$ cat src/rtl/vclamp_pkg.sv
package vclamp_pkg;
  localparam int SMP_W     = 8;
  localparam int MAX_STEPS = 8;
  localparam int STEP_W    = $clog2(MAX_STEPS + 1);

  typedef logic [SMP_W-1:0]  smp_t;
  typedef logic [STEP_W-1:0] step_t;

  // number of correction pulses for a given average against a target
  function automatic step_t steps_for(smp_t avg, smp_t tgt);
    smp_t mag;
    mag = (avg > tgt) ? smp_t'(avg - tgt) : smp_t'(tgt - avg);
    if (mag <= smp_t'(1)) return '0;
    if (smp_t'(mag - smp_t'(1)) >= smp_t'(MAX_STEPS)) return step_t'(MAX_STEPS);
    return step_t'(mag - smp_t'(1));
  endfunction

  // direction: raise the level when the black sits below target
  function automatic logic wants_up(smp_t avg, smp_t tgt);
    return avg < tgt;
  endfunction
endpackage

$ cat src/rtl/vclamp_acc.sv
module vclamp_acc
  import vclamp_pkg::*;
#(
  parameter int   AVG_LOG2 = 3,
  parameter smp_t TGT      = 8'd60
) (
  input  logic  clk,
  input  logic  rst_n,
  input  smp_t  smp,
  input  logic  win,
  input  logic  win_fall,
  input  logic  vblank,
  output logic  dec_vld,
  output logic  dec_up,
  output step_t dec_steps
);
  localparam int SUM_W = SMP_W + AVG_LOG2;
  localparam int CNT_W = AVG_LOG2 + 1;
  localparam logic [CNT_W-1:0] FULL = CNT_W'(1) << AVG_LOG2;

  logic [SUM_W-1:0] sum_q;
  logic [CNT_W-1:0] cnt_q;
  logic             full;
  smp_t             avg;

  assign full = (cnt_q == FULL);
  assign avg  = smp_t'(sum_q >> AVG_LOG2);

  always_ff @(posedge clk) begin
    if (!rst_n) begin
      sum_q <= '0;
      cnt_q <= '0;
    end else if (win_fall) begin
      sum_q <= '0;
      cnt_q <= '0;
    end else if (win && !full) begin
      sum_q <= sum_q + SUM_W'(smp);
      cnt_q <= cnt_q + 1'b1;
    end
  end

  assign dec_vld   = win_fall && full && !vblank;
  assign dec_up    = wants_up(avg, TGT);
  assign dec_steps = steps_for(avg, TGT);
endmodule

$ cat src/rtl/vclamp_pulse.sv
module vclamp_pulse
  import vclamp_pkg::*;
(
  input  logic  clk,
  input  logic  rst_n,
  input  logic  load,
  input  logic  load_up,
  input  step_t load_steps,
  input  logic  vblank,
  output logic  up,
  output logic  dn
);
  step_t left_q;
  logic  dir_q;
  logic  ph_q;

  always_ff @(posedge clk) begin
    if (!rst_n) begin
      left_q <= '0;
      dir_q  <= 1'b0;
      ph_q   <= 1'b0;
      up     <= 1'b0;
      dn     <= 1'b0;
    end else if (vblank) begin
      left_q <= '0;
      ph_q   <= 1'b0;
      up     <= 1'b0;
      dn     <= 1'b0;
    end else if (load) begin
      left_q <= load_steps;
      dir_q  <= load_up;
      ph_q   <= 1'b0;
      up     <= 1'b0;
      dn     <= 1'b0;
    end else if (left_q != '0 && !ph_q) begin
      up     <= dir_q;
      dn     <= !dir_q;
      ph_q   <= 1'b1;
      left_q <= left_q - 1'b1;
    end else begin
      up   <= 1'b0;
      dn   <= 1'b0;
      ph_q <= 1'b0;
    end
  end
endmodule

$ cat src/rtl/vclamp_ctrl.sv
module vclamp_ctrl
  import vclamp_pkg::*;
#(
  parameter int   AVG_LOG2   = 3,
  parameter smp_t LUMA_TGT   = 8'd60,
  parameter smp_t CHROMA_TGT = 8'd128
) (
  input  logic       clk,
  input  logic       rst_n,
  input  logic [7:0] luma_in,
  input  logic [7:0] chroma_in,
  input  logic       clamp_win,
  input  logic       vblank,
  output logic       luma_up,
  output logic       luma_dn,
  output logic       chroma_up,
  output logic       chroma_dn
);
  localparam int NCH = 2;

  logic  win_q;
  logic  win_fall;
  smp_t  ch_smp   [NCH];
  logic  ch_vld   [NCH];
  logic  ch_dirup [NCH];
  step_t ch_steps [NCH];
  logic  ch_up    [NCH];
  logic  ch_dn    [NCH];

  always_ff @(posedge clk) begin
    if (!rst_n) win_q <= 1'b0;
    else        win_q <= clamp_win;
  end

  assign win_fall  = win_q && !clamp_win;
  assign ch_smp[0] = luma_in;
  assign ch_smp[1] = chroma_in;

  for (genvar c = 0; c < NCH; c++) begin : g_ch
    localparam smp_t TGT_C = (c == 0) ? LUMA_TGT : CHROMA_TGT;

    vclamp_acc #(.AVG_LOG2(AVG_LOG2), .TGT(TGT_C)) u_acc (
      .clk      (clk),
      .rst_n    (rst_n),
      .smp      (ch_smp[c]),
      .win      (clamp_win),
      .win_fall (win_fall),
      .vblank   (vblank),
      .dec_vld  (ch_vld[c]),
      .dec_up   (ch_dirup[c]),
      .dec_steps(ch_steps[c])
    );

    vclamp_pulse u_pulse (
      .clk       (clk),
      .rst_n     (rst_n),
      .load      (ch_vld[c]),
      .load_up   (ch_dirup[c]),
      .load_steps(ch_steps[c]),
      .vblank    (vblank),
      .up        (ch_up[c]),
      .dn        (ch_dn[c])
    );
  end

  assign luma_up   = ch_up[0];
  assign luma_dn   = ch_dn[0];
  assign chroma_up = ch_up[1];
  assign chroma_dn = ch_dn[1];
endmodule

$ cat config.mk
export PLATFORM = sky130hd
export DESIGN_NAME = vclamp_ctrl
export DESIGN_NICKNAME = d
export VERILOG_FILES = /design/src/rtl/vclamp_pkg.sv /design/src/rtl/vclamp_acc.sv /design/src/rtl/vclamp_pulse.sv /design/src/rtl/vclamp_ctrl.sv
export SDC_FILE = /design/constraint.sdc
export NUM_CORES = 1
export LEC_CHECK = 0
export BUFFER_PORTS_ARGS = -buffer_cell sky130_fd_sc_hd__buf_2
export CAP_MARGIN = 20
export CORE_ASPECT_RATIO = 0.75
export CORE_UTILIZATION = 40
export DETAILED_ROUTE_END_ITERATION = 8
export SLEW_MARGIN = 40
export SYNTH_ARGS = -nofsm -noshare
export SYNTH_HDL_FRONTEND = slang
export SYNTH_HIERARCHICAL = 1
export SYNTH_SLANG_ARGS = --single-unit
$ cat constraint.sdc
create_clock -name clk -period 9.1 [get_ports clk]
set_clock_uncertainty 0.1 [all_clocks]
set_input_delay 0.91 -clock clk [delete_from_list [all_inputs] [get_ports clk]]
set_output_delay 0.91 -clock clk [all_outputs]
set_load 0.05 [all_outputs]
==> reports/metrics.csv <==
metric;value;unit
Area growth syn-to-layout;6.61;%
Max FO, Critical Path;15;
PortBufs;23;
Post-Syn Area per Cell;8.13;um2
grt ovf;0;
Root Buffer;clkbuf_16;
CP Launch Type;register;
HP Class;register to register;
Post-CTS Resized;0;
IO Pins;24;
top cells by area, synth;dfxtp_1, ha_1, nor2_1, nand2_1, a21oi_1;
clock latency on the worst-skew pair;0.29;ns
hold-critical path depth;1;
Starting Density;0.424;
clk sinks;47;
Worst-Margin Slew;0.734;ns
Synth Cell Area;3670;um2
share of layout cells above drive strength 1;0.116;
DRC errors left;0;
Crit path max-delay family;compound AO/OA/AOI/OAI gates;
# nets final;513;
Crit Path Category;register to register;
hold_buf cts;0;
Syn. warnings;6;
VDD IR max;0.0000793;V
reg2reg start;g_ch[0].u_acc/sum_q[5];
Distinct cells, synth;70;
async set-reset flop share out of synthesis;0;
reg2reg end;g_ch[0].u_pulse/left_q[3];
synthesized net count;502;
vias in the first global route;2895;
status;finished, final reports clean;
fin area;3920;um2
PD cells;148;nW/um2
final setup margin;5.98;ns
die width;113;um
Core Footprint;8670;um2
total iterations of the first detailed-routing run;4;
hold endpoint;g_ch[1].u_pulse/dn;
Via density;5.49;
Antenna Cells;0;
share of the synthesized area in the top cell type;0.256;
initial antenna violation count;0;
CTS tree;built;
#FFs+latches synth;47;
Die Ht;85.0;um
setup bufs post-CTS;0;
routed len/inst;13.4;um
Clock H-tree levels;2;
WP data required;9.18;ns
Clock Pin Slew Worst Setup and Hold Paths;0.07;ns
Synth area leader;dfxtp_1;
MaxCap Viol Count;0;
RSZ-0062 raised after global routing;no;
Fin. Hold Viols;0;
final worst path period share;0.343;
Cell Rows;29;
Max Slew Vio Count;0;
Most used DFF post-synth;dfxtp_1;
HP Start;g_ch[1].u_pulse/dir_q;
Die ar.;9580;um2
Detailed Route WL;7670;um
1st-iter DRT viols;123;
WP data arrival;3.20;ns
DP Worst Slack;6.05;ns
Max Root-Sink Buffers;2;
via count;3140;
antenna-violating nets left;0;
EDFF count, synth;0;
largest net degree at the start of global routing;16;
R2R cell count;12;
CP bufs+invs;0;
Final setup viols;0;
Worst path max stage delay;0.63;ns
FF-to-FF setup slack;5.98;ns
routability cong.;0.803;
WHS;0.333;ns
cell mode on critical path;ha_1;
Area after DPL;3760;um2
Max Clk Rate;320;MHz
GRT Resource Usage Total;0.170;
post-synthesis sequential area ratio;0.256;
HPWL after detailed placement;5650;um
post-route minimum period;3.12;ns
first-pass GRT wire length;13600;um
Critical Path End Type;register;
Rel. slew slack;0.509;
total negative setup slack;0;ns
critical path's slowest cell;dfxtp_1;
crit path cell chain;ha_1 > a311oi_4 > a31oi_4 > mux2i_1 > ha_1 > and2b_2 > o21ai_0 > a21boi_0 > nand4_1 > and2_4 > nor2_1 > a211oi_1;
Pleak;1.57;nW
Syn Inst Count;452;
Inserted Clock Buffers;5;
power breakdown:
group,internal (W),switching [W]
clock network,0.000110,0.0000826
registers,0.000216,0.0000229
logic,0.0000681,0.0000794
total,0.000394,0.000185
synth_stat cells (3+ instances only):
master	count
dfxtp_1	47
nor2_1	41
nand2_1	39
inv_1	33
a21oi_1	29
ha_1	28
o21ai_0	25
xnor2_1	14
nand3_1	13
nor2b_1	12
nor3_1	12
xor2_1	11
mux2i_1	10
a211oi_1	8
buf_6	8
clkbuf_1	8
nand2b_1	7
nand4_1	6
nor4_1	6
nand3b_1	5
nor3b_1	5
a21boi_0	4
a21o_1	4
and2_1	4
and3_1	4
or4b_1	4
and2b_2	3
o211ai_1	3
o21a_1	3
o21bai_1	3
or4_1	3
registers in the layout (all words and copies together), names as in the netlist:
register / cells
g_ch.u_acc/cnt_q: 8
g_ch.u_acc/sum_q: 22
g_ch.u_pulse/dir_q: 2
g_ch.u_pulse/dn: 2
g_ch.u_pulse/left_q: 8
g_ch.u_pulse/ph_q: 2
g_ch.u_pulse/up: 2
win_q: 1
metal layers:
layer  up-vias  part of all wire  track usage
met5         -                 0            0
met4         0             0.014       0.0436
met3        10             0.032       0.0286
met2        53              0.41        0.262
met1      1447              0.54        0.247
li1       1630                 -            -
cell usage in the layout, fill, tap and decap left out, types with 5 or more instances in the layout:
master / n
nor3_1: 12
clkbuf_16: 5
a211oi_1: 8
ha_1: 28
nor2_1: 41
nand2b_1: 7
dfxtp_1: 47
mux2i_1: 10
xnor2_1: 14
o21ai_0: 25
xor2_1: 11
buf_2: 23
nor4_1: 6
a21oi_1: 29
nand3b_1: 5
nand3_1: 13
nand2_1: 39
nor2b_1: 12
inv_1: 33
nand4_1: 6
cell families (layout without fill, tap and decap cells):
group / after synthesis / count (layout) / synth area share
AO/OA/AOI/OAI: 108 / 108 / 0.206
XOR/XNOR: 25 / 25 / 0.0596
adder cells (fa/ha/maj): 30 / 30 / 0.106
buffers and inverters: 52 / 64 / 0.0794
flip-flops: 47 / 47 / 0.256
multiplexers: 12 / 12 / 0.0334
AND/OR/NAND/NOR: 178 / 178 / 0.260
final cells by class:
type                       instances  area, um2
fill                             841       4760
multi-input combinational        353       2450
sequential                        47        941
clock buffer                       6        139
tap                              108        135
inverter                          33        124
timing repair buffer              23        115
clock inverter                     2       16.3
per-stage QoR:
stage | util | power (W) | std cells
2_1_floorplan | - | 0.000366 | 452
3_3_place_gp | 0.433 | 0.000387 | 564
3_5_place_dp | 0.433 | 0.000389 | 564
4_1_cts | 0.451 | 0.000583 | 572
5_1_grt | 0.452 | 0.000618 | 572
6_report | 0.452 | 0.000579 | 572
worst max path at each step:
stage	slack, ns	depth (start not counted)	end	startpoint
floorplan	6.25	11	g_ch[1].u_pulse/left_q[2]	g_ch[1].u_acc/sum_q[3]
global placement	6.09	11	g_ch[0].u_acc/sum_q[10]	luma_in[0]
detailed placement	6.05	12	g_ch[0].u_pulse/left_q[3]	g_ch[0].u_acc/sum_q[5]
CTS	6.02	10	g_ch[1].u_pulse/left_q[2]	g_ch[1].u_acc/sum_q[3]
global route	5.68	14	g_ch[1].u_pulse/left_q[1]	g_ch[1].u_acc/sum_q[3]
finish	5.98	12	g_ch[0].u_pulse/left_q[3]	g_ch[0].u_acc/sum_q[5]
No activity file was read; power rests on OpenSTA's default activity.
